<file path="config.mk">
export PLATFORM = sky130hd
export DESIGN_NAME = ecc_bank_ctrl
export DESIGN_NICKNAME = d
export VERILOG_FILES = /design/src/rtl/ecc_pkg.sv /design/src/rtl/ecc_encoder.sv /design/src/rtl/ecc_decoder.sv /design/src/rtl/ecc_err_report.sv /design/src/rtl/ecc_bank_ctrl.sv
export SDC_FILE = /design/constraint.sdc
export NUM_CORES = 1
export LEC_CHECK = 0
export BUFFER_PORTS_ARGS = -buffer_cell sky130_fd_sc_hd__clkbuf_2
export CAP_MARGIN = 20
export CORE_ASPECT_RATIO = 0.75
export CORE_MARGIN = 3
export CORE_UTILIZATION = 40
export CTS_CLUSTER_SIZE = 25
export DETAILED_ROUTE_END_ITERATION = 6
export PLACE_DENSITY_LB_ADDON = 0.2
export SLEW_MARGIN = 40
export SYNTH_ARGS = -nofsm -noshare
export SYNTH_HDL_FRONTEND = slang
export SYNTH_SLANG_ARGS = --single-unit
</file>
<file path="constraint.sdc">
create_clock -name clk -period 9.3 [get_ports clk]
set_input_delay 0.465 -clock clk [delete_from_list [all_inputs] [get_ports clk]]
set_output_delay 0.465 -clock clk [all_outputs]
set_load 0.03 [all_outputs]
</file>
<file path="src/rtl/ecc_pkg.sv">
package ecc_pkg;
  localparam int DW = 64;
  localparam int CW = 8;
  localparam int WW = DW + CW;
  localparam int LANES = DW / 8;

  // Column for each data bit: distinct odd-weight bytes, weight 3 first, then weight 5
  function automatic logic [DW-1:0][CW-1:0] code_columns();
    logic [DW-1:0][CW-1:0] m;
    int n;
    m = '0;
    n = 0;
    for (int w = 3; w <= 5; w += 2) begin
      for (int v = 0; v < 256; v++) begin
        if ($countones(8'(v)) == w && n < DW) begin
          m[n] = 8'(v);
          n++;
        end
      end
    end
    return m;
  endfunction
endpackage

</file>
<file path="src/rtl/ecc_encoder.sv">
module ecc_encoder
  import ecc_pkg::*;
(
  input  logic [DW-1:0] data,
  output logic [CW-1:0] chk
);
  localparam logic [DW-1:0][CW-1:0] COLS = code_columns();

  always_comb begin
    chk = '0;
    for (int i = 0; i < DW; i++) begin
      chk ^= COLS[i] & {CW{data[i]}};
    end
  end
endmodule

</file>
<file path="src/rtl/ecc_decoder.sv">
module ecc_decoder
  import ecc_pkg::*;
(
  input  logic [WW-1:0] word,
  input  logic          fix_en,
  output logic [DW-1:0] dout,
  output logic          ce,
  output logic          ue
);
  localparam logic [DW-1:0][CW-1:0] COLS = code_columns();

  logic [CW-1:0] regen;
  logic [CW-1:0] syn;
  logic [DW-1:0] flip;
  logic          hit;
  logic          chk_only;

  ecc_encoder u_regen (
    .data (word[DW-1:0]),
    .chk  (regen)
  );

  assign syn      = regen ^ word[WW-1:DW];
  assign chk_only = ($countones(syn) == 1);

  always_comb begin
    flip = '0;
    hit  = 1'b0;
    for (int i = 0; i < DW; i++) begin
      if (syn == COLS[i]) begin
        flip[i] = 1'b1;
        hit     = 1'b1;
      end
    end
  end

  assign ce   = fix_en && (syn != '0) && (hit || chk_only);
  assign ue   = fix_en && (syn != '0) && !(hit || chk_only);
  assign dout = fix_en ? (word[DW-1:0] ^ flip) : word[DW-1:0];
endmodule

</file>
<file path="src/rtl/ecc_err_report.sv">
module ecc_err_report #(
  parameter int HOLD = 2
) (
  input  logic clk,
  input  logic rst,
  input  logic evt,
  input  logic ce,
  input  logic ue,
  input  logic mchk_en,
  output logic irq0,
  output logic mchk_n
);
  localparam int CNT_W = $clog2(HOLD + 1);

  logic             low_q;
  logic [CNT_W-1:0] cnt_q;

  always_ff @(posedge clk) begin
    if (rst) begin
      irq0  <= 1'b0;
      low_q <= 1'b0;
      cnt_q <= '0;
    end else begin
      irq0 <= evt && ce;
      if (evt && ue && mchk_en) begin
        low_q <= 1'b1;
        cnt_q <= CNT_W'(HOLD - 1);
      end else if (cnt_q != '0) begin
        cnt_q <= cnt_q - 1'b1;
      end else begin
        low_q <= 1'b0;
      end
    end
  end

  assign mchk_n = ~low_q;

  AST_MCHK_MIN_TWO: assert property (@(posedge clk) disable iff (rst)
    $fell(mchk_n) |=> !mchk_n);
  AST_MCHK_GATED: assert property (@(posedge clk) disable iff (rst)
    $fell(mchk_n) |-> $past(mchk_en));
endmodule

</file>
<file path="src/rtl/ecc_bank_ctrl.sv">
module ecc_bank_ctrl
  import ecc_pkg::*;
#(
  parameter int ADDR_W    = 8,
  parameter int BANK_W    = 3,
  parameter int MCHK_HOLD = 2
) (
  input  logic                 clk,
  input  logic                 rst,
  input  logic                 cfg_ecc_on,
  input  logic [2**BANK_W-1:0] cfg_bank_chk,
  input  logic [2**BANK_W-1:0] cfg_bank_cor,
  input  logic                 cfg_mchk_en,
  input  logic                 req_valid,
  output logic                 req_ready,
  input  logic                 req_write,
  input  logic [ADDR_W-1:0]    req_addr,
  input  logic [DW-1:0]        req_wdata,
  input  logic [LANES-1:0]     req_be,
  output logic                 rsp_valid,
  output logic [DW-1:0]        rsp_rdata,
  output logic                 mem_re,
  output logic                 mem_we,
  output logic [ADDR_W-1:0]    mem_addr,
  output logic [LANES:0]       mem_wbe,
  output logic [WW-1:0]        mem_wdata,
  input  logic [WW-1:0]        mem_rdata,
  output logic                 irq0,
  output logic                 mchk_n
);
  // stage 1: read issued, memory data arriving
  logic              s1_vld, s1_rmw, s1_ecc;
  logic [ADDR_W-1:0] s1_addr;
  logic [DW-1:0]     s1_wdata;
  logic [LANES-1:0]  s1_be;
  // stage 2: registered word entering the check tree
  logic              s2_vld, s2_rmw;
  logic [ADDR_W-1:0] s2_addr;
  logic [DW-1:0]     s2_wdata;
  logic [LANES-1:0]  s2_be;
  logic [WW-1:0]     s2_word;

  logic              acc, partial, do_rmw, rmw_wr, fix_en;
  logic [BANK_W-1:0] s2_bank;
  logic [DW-1:0]     dec_data, merged;
  logic              dec_ce, dec_ue;
  logic [CW-1:0]     req_chk, mrg_chk;

  assign req_ready = !(s1_vld && s1_rmw) && !(s2_vld && s2_rmw);
  assign acc       = req_valid && req_ready;
  assign partial   = req_write && !(&req_be);
  assign do_rmw    = acc && partial && cfg_ecc_on;
  assign rmw_wr    = s2_vld && s2_rmw;

  assign s2_bank = s2_addr[ADDR_W-1 -: BANK_W];
  assign fix_en  = cfg_bank_chk[s2_bank] && cfg_bank_cor[s2_bank];

  ecc_encoder u_enc_req (
    .data (req_wdata),
    .chk  (req_chk)
  );

  ecc_encoder u_enc_mrg (
    .data (merged),
    .chk  (mrg_chk)
  );

  ecc_decoder u_dec (
    .word   (s2_word),
    .fix_en (fix_en),
    .dout   (dec_data),
    .ce     (dec_ce),
    .ue     (dec_ue)
  );

  for (genvar g = 0; g < LANES; g++) begin : g_lane
    assign merged[g*8 +: 8] = s2_be[g] ? s2_wdata[g*8 +: 8] : dec_data[g*8 +: 8];
  end

  // memory port
  assign mem_re    = acc && (!req_write || do_rmw);
  assign mem_we    = rmw_wr || (acc && req_write && !do_rmw);
  assign mem_addr  = rmw_wr ? s2_addr : req_addr;
  assign mem_wdata = rmw_wr ? {mrg_chk, merged} : {req_chk, req_wdata};
  assign mem_wbe   = (rmw_wr || cfg_ecc_on) ? '1 : {1'b0, req_be};

  always_ff @(posedge clk) begin
    if (rst) begin
      s1_vld <= 1'b0;
      s1_rmw <= 1'b0;
      s1_ecc <= 1'b0;
      s2_vld <= 1'b0;
      s2_rmw <= 1'b0;
    end else begin
      s1_vld <= mem_re;
      s1_rmw <= do_rmw;
      s1_ecc <= cfg_ecc_on;
      s2_vld <= s1_vld && s1_ecc;
      s2_rmw <= s1_vld && s1_rmw;
    end
  end

  always_ff @(posedge clk) begin
    s1_addr  <= req_addr;
    s1_wdata <= req_wdata;
    s1_be    <= req_be;
    s2_addr  <= s1_addr;
    s2_wdata <= s1_wdata;
    s2_be    <= s1_be;
    s2_word  <= mem_rdata;
  end

  always_ff @(posedge clk) begin
    if (rst) begin
      rsp_valid <= 1'b0;
      rsp_rdata <= '0;
    end else if (s2_vld && !s2_rmw) begin
      rsp_valid <= 1'b1;
      rsp_rdata <= dec_data;
    end else if (s1_vld && !s1_ecc) begin
      rsp_valid <= 1'b1;
      rsp_rdata <= mem_rdata[DW-1:0];
    end else begin
      rsp_valid <= 1'b0;
    end
  end

  ecc_err_report #(.HOLD(MCHK_HOLD)) u_err (
    .clk     (clk),
    .rst     (rst),
    .evt     (s2_vld),
    .ce      (dec_ce),
    .ue      (dec_ue),
    .mchk_en (cfg_mchk_en),
    .irq0    (irq0),
    .mchk_n  (mchk_n)
  );

  AST_OFF_LATENCY: assert property (@(posedge clk) disable iff (rst)
    (s1_vld && !s1_ecc) |=> rsp_valid);
  AST_OFF_NO_CHECK_LANE: assert property (@(posedge clk) disable iff (rst)
    (mem_we && !cfg_ecc_on && !rmw_wr) |-> !mem_wbe[LANES]);
  AST_ON_LATENCY: assert property (@(posedge clk) disable iff (rst)
    (s2_vld && !s2_rmw) |=> rsp_valid);
  AST_CE_UE_EXCL: assert property (@(posedge clk) disable iff (rst)
    !(dec_ce && dec_ue));
  AST_PORT_ONE_OP: assert property (@(posedge clk) disable iff (rst)
    !(mem_re && mem_we));
  AST_RMW_FULL_WRITE: assert property (@(posedge clk) disable iff (rst)
    (s2_vld && s2_rmw) |-> (mem_we && (&mem_wbe) && !req_ready));
endmodule

</file>
==> metrics.yaml <==
outcome:
  status: "completed"
sta:
  tns_ps: 0
  worst_pin_slew_ps: 841.8
  slew_headroom: 0.4228
  fmax_mhz: 142.7
  finalClockSkew_ps: 9.849
  rsz0062_at_grt: "no"
  fin_ws_ps: 2291
  setup_viol: 0
  finalMaxSlewViolations: 0
  finalCriticalPeriod_ps: 7009
  finalHoldViolCount: 0
  post-route-period-util: 0.7537
  timing.hold.ws_ps: 19.86
layout:
  drive_above_1_share: 0.2461
  nets: 2051
  areaGrowthSynthToFinish_pct: 22.28
  stdcell_count: 2382
placed_design:
  place_ws_ps: 3060
  gp_congestion: 0.9341
  hpwl_um: 48340
  dp_cells: 2301
  port_buffers: 332
detailed_routing:
  viasPerCell: 5.394
  vias: 12848
  firstDrtPassIters: 6
  detail-route-antenna-nets: 0
  wl_per_cell_um: 25.73
  routed_wl_um: 61290
  drc: 0
  drt_iter0_markers: 1364
pwr:
  power.total_mw: 5.696
  p_leak_nw: 7.773
  p_sw_mw: 2.541
  power_density_nw_per_um2: 308.0
  p_clk_frac: 0.223
  p_comb_frac: 0.524
  p_int_mw: 3.155
  irDropWorstVdd_v: 0.0003748
  p_seq_frac: 0.253
  p_sw_frac: 0.4461
setup_path:
  end_kind: "output port"
  reg2reg_depth: 19
  cp_slowest_stage_delay_ps: 670
  start_kind: "flop"
  crit_arrival_ps: 6540
  cp_cell_sequence: "xnor2_1 -> xnor2_1 -> xnor2_1 -> xnor2_1 -> xnor2_1 -> xnor2_1 -> ha_1 -> nand2_1 -> inv_1 -> o2111ai_2 -> nor2_1 -> xor2_1 -> mux2i_1 -> xnor3_1 -> xnor2_1 -> xnor3_1 -> xnor3_1 -> mux2i_1 -> clkbuf_2"
  r2r_end: "u_err.cnt_q[1]"
  required_ps: 8840
  r2r_slack_ps: 3370
  cp_num_buf_inv: 2
  cpMaxStageDelayCell: "mux2i_1"
  cp_common_cell: "xnor2_1"
  reg2reg_from: "s2_word[62]"
  cpLargestDelayFamily: "XOR/XNOR gates"
  worstPathMaxFanout: 11
  path_class: "flop to output port"
clocking:
  root_buffer: "clkbuf_16"
  holdBufCountCts: 23
  clk_latency_ps: 580
  clk_pin_slew_ps: 70
  cts.sinks: 306
  cts_resized: 0
  clockBufferDepth: 3
  cts_buffers: 31
  cts_tree: "built"
  h-tree-depth: 1
  post_cts_buffers: 0
die:
  rows: 61
  pin_count: 333
  fp.coreArea_um2: 37170
  fp.dieW_um: 230.5
  die_area_um2: 40200
  die_y_um: 174.4
  initial_core_util: 0.4068
grt:
  grt_first_pass_wirelength_um: 86230
  grt_pass1_vias: 12119
  overflow: 0
  grt_max_degree: 122
  track_usage: 0.2944
  antenna_found_initial: 2
yosys:
  synthCells: 1534
  ys_seq_area_frac: 0.4051
  synth.top_cell.area_share: 0.4051
  synth_edf_count: 0
  synth_top_area_cell: "dfxtp_1"
  synth-main-ff-cell: "dfxtp_1"
  syn_nets: 1731
  ys_types: 67
  synth_warnings: 0
  synth_seq_cells: 306
  ys_async_sr_fraction: 0
  netlist_area_um2: 15120
  synthTopCellsByArea: "dfxtp_1 (41%), xnor2_1 (19%), xor2_1 (4.8%)"
  synth_area_per_cell_um2: 9.858
worst_hold_path:
  hold_path.class: "input pin to flop"
  hold_depth: 1
  hold_end: "s2_word[44]"
  min_from: "mem_rdata[44]"
run:
  max_cap_viol_count: 0
## registers in the layout (all words and copies together), names as in the netlist, 2 cells and up
name and count:
s1_wdata 64, s2_be 8, s1_addr 8, rsp_rdata 64
u_err.cnt_q 2, s2_wdata 64, s2_word 72, s1_be 8
s2_addr 8
## kinds of logic (layout without fill, tap and decap cells)
kind of cell    count (synthesis)  in the layout  synth area share
compound gates                261            261            0.1302
xor+xnor                      436            436            0.2733
fa+ha+maj                      23             23           0.02102
buf+inv                       101            444           0.02788
flops                         306            306            0.4051
mux                            40             40           0.02954
other cells                     0              1                 0
simple gates                  367            367            0.1129
## worst register-to-register path: stages, from the launching register on
cell and delay, ps:
dfxtp_1 600, xnor2_1 140, xnor2_1 390, xnor2_1 160
xnor2_1 160, xnor2_1 260, xnor2_1 240, inv_1 110
ha_1 310, fa_1 500, fa_1 510, ha_1 230
fa_1 480, or4b_2 180, o21ai_0 100, nor4_1 250
nand4_1 260, a211oi_1 560, and3_1 290, nor3_1 60
## layer usage
layer  part of all wire  GRT usage  up-vias
met3              0.087    0.05324       66
li1                   -          -     5925
met5                  0          0        -
met4              0.020    0.05530        0
met2               0.42     0.4344      660
met1               0.47     0.4491     6197
## metrics by stage
stage                       util  area [um^2]
after global placement    0.4620        17170
after global routing      0.4974        18490
final                     0.4975        18490
after detailed placement  0.4630        17210
after floorplan                -        15120
after CTS                 0.4967        18460
## cell usage after synthesis, types with 4 or more instances
cell type	number
xnor2_1	327
nor3_1	33
a222oi_1	51
nor2b_1	6
o31a_1	24
clkbuf_1	67
a21oi_1	30
xnor2_2	6
inv_1	23
nand4_1	4
o21a_1	12
and2_1	7
a22oi_1	13
xor2_1	83
nor2_1	80
o31ai_1	10
xnor3_1	19
and3_1	4
o21ai_0	79
ha_1	19
o31ai_2	7
nand2b_1	28
dfxtp_1	306
or3_1	9
mux2_2	11
fa_1	4
buf_6	5
nor4_1	19
nand3_1	10
nand2_1	140
or2_2	17
mux2i_1	25
## power by group through the flow
stage	combinational, mW	sequential (mW)	clock (mW)
final	2.98	1.44	1.27
after global routing	3.18	1.45	1.33
after CTS	2.91	1.44	1.28
after detailed placement	2.89	1.47	0
after global placement	2.89	1.47	0
after floorplan	1.94	1.47	0
## worst max path at each step
stage	to	from	slack, ps	depth (start not counted)
floorplan	mem_wdata[66]	s2_word[61]	4310	18
detailed placement	mem_wdata[66]	s2_word[61]	3060	19
finish	mem_wdata[66]	s2_word[58]	2290	19
global route	mem_wdata[66]	s2_word[61]	1960	19
global placement	mem_wdata[66]	s2_word[58]	2740	19
CTS	mem_wdata[66]	s2_word[61]	2430	19
## area by class of cell
class / instances / area [um^2]
fillers: 3568 / 18680
repair buffers: 363 / 1963
inverters: 25 / 93.84
well taps: 504 / 630.6
diodes: 1 / 2.502
clock inverters: 17 / 156.4
flip-flops and latches: 306 / 6126
clock buffers: 39 / 865.8
multi-input cells: 1127 / 8653
## placed cells by master, fill, tap and decap left out, drive strengths merged, types with 30 or more instances in the layout
cell / n
a21oi: 30
nor2: 80
clkbuf: 371
o21ai: 80
nand2: 140
nor3: 33
xnor2: 333
dfxtp: 306
a222oi: 51
xor2: 84
Note: power is estimated with default switching activity, not from simulation.
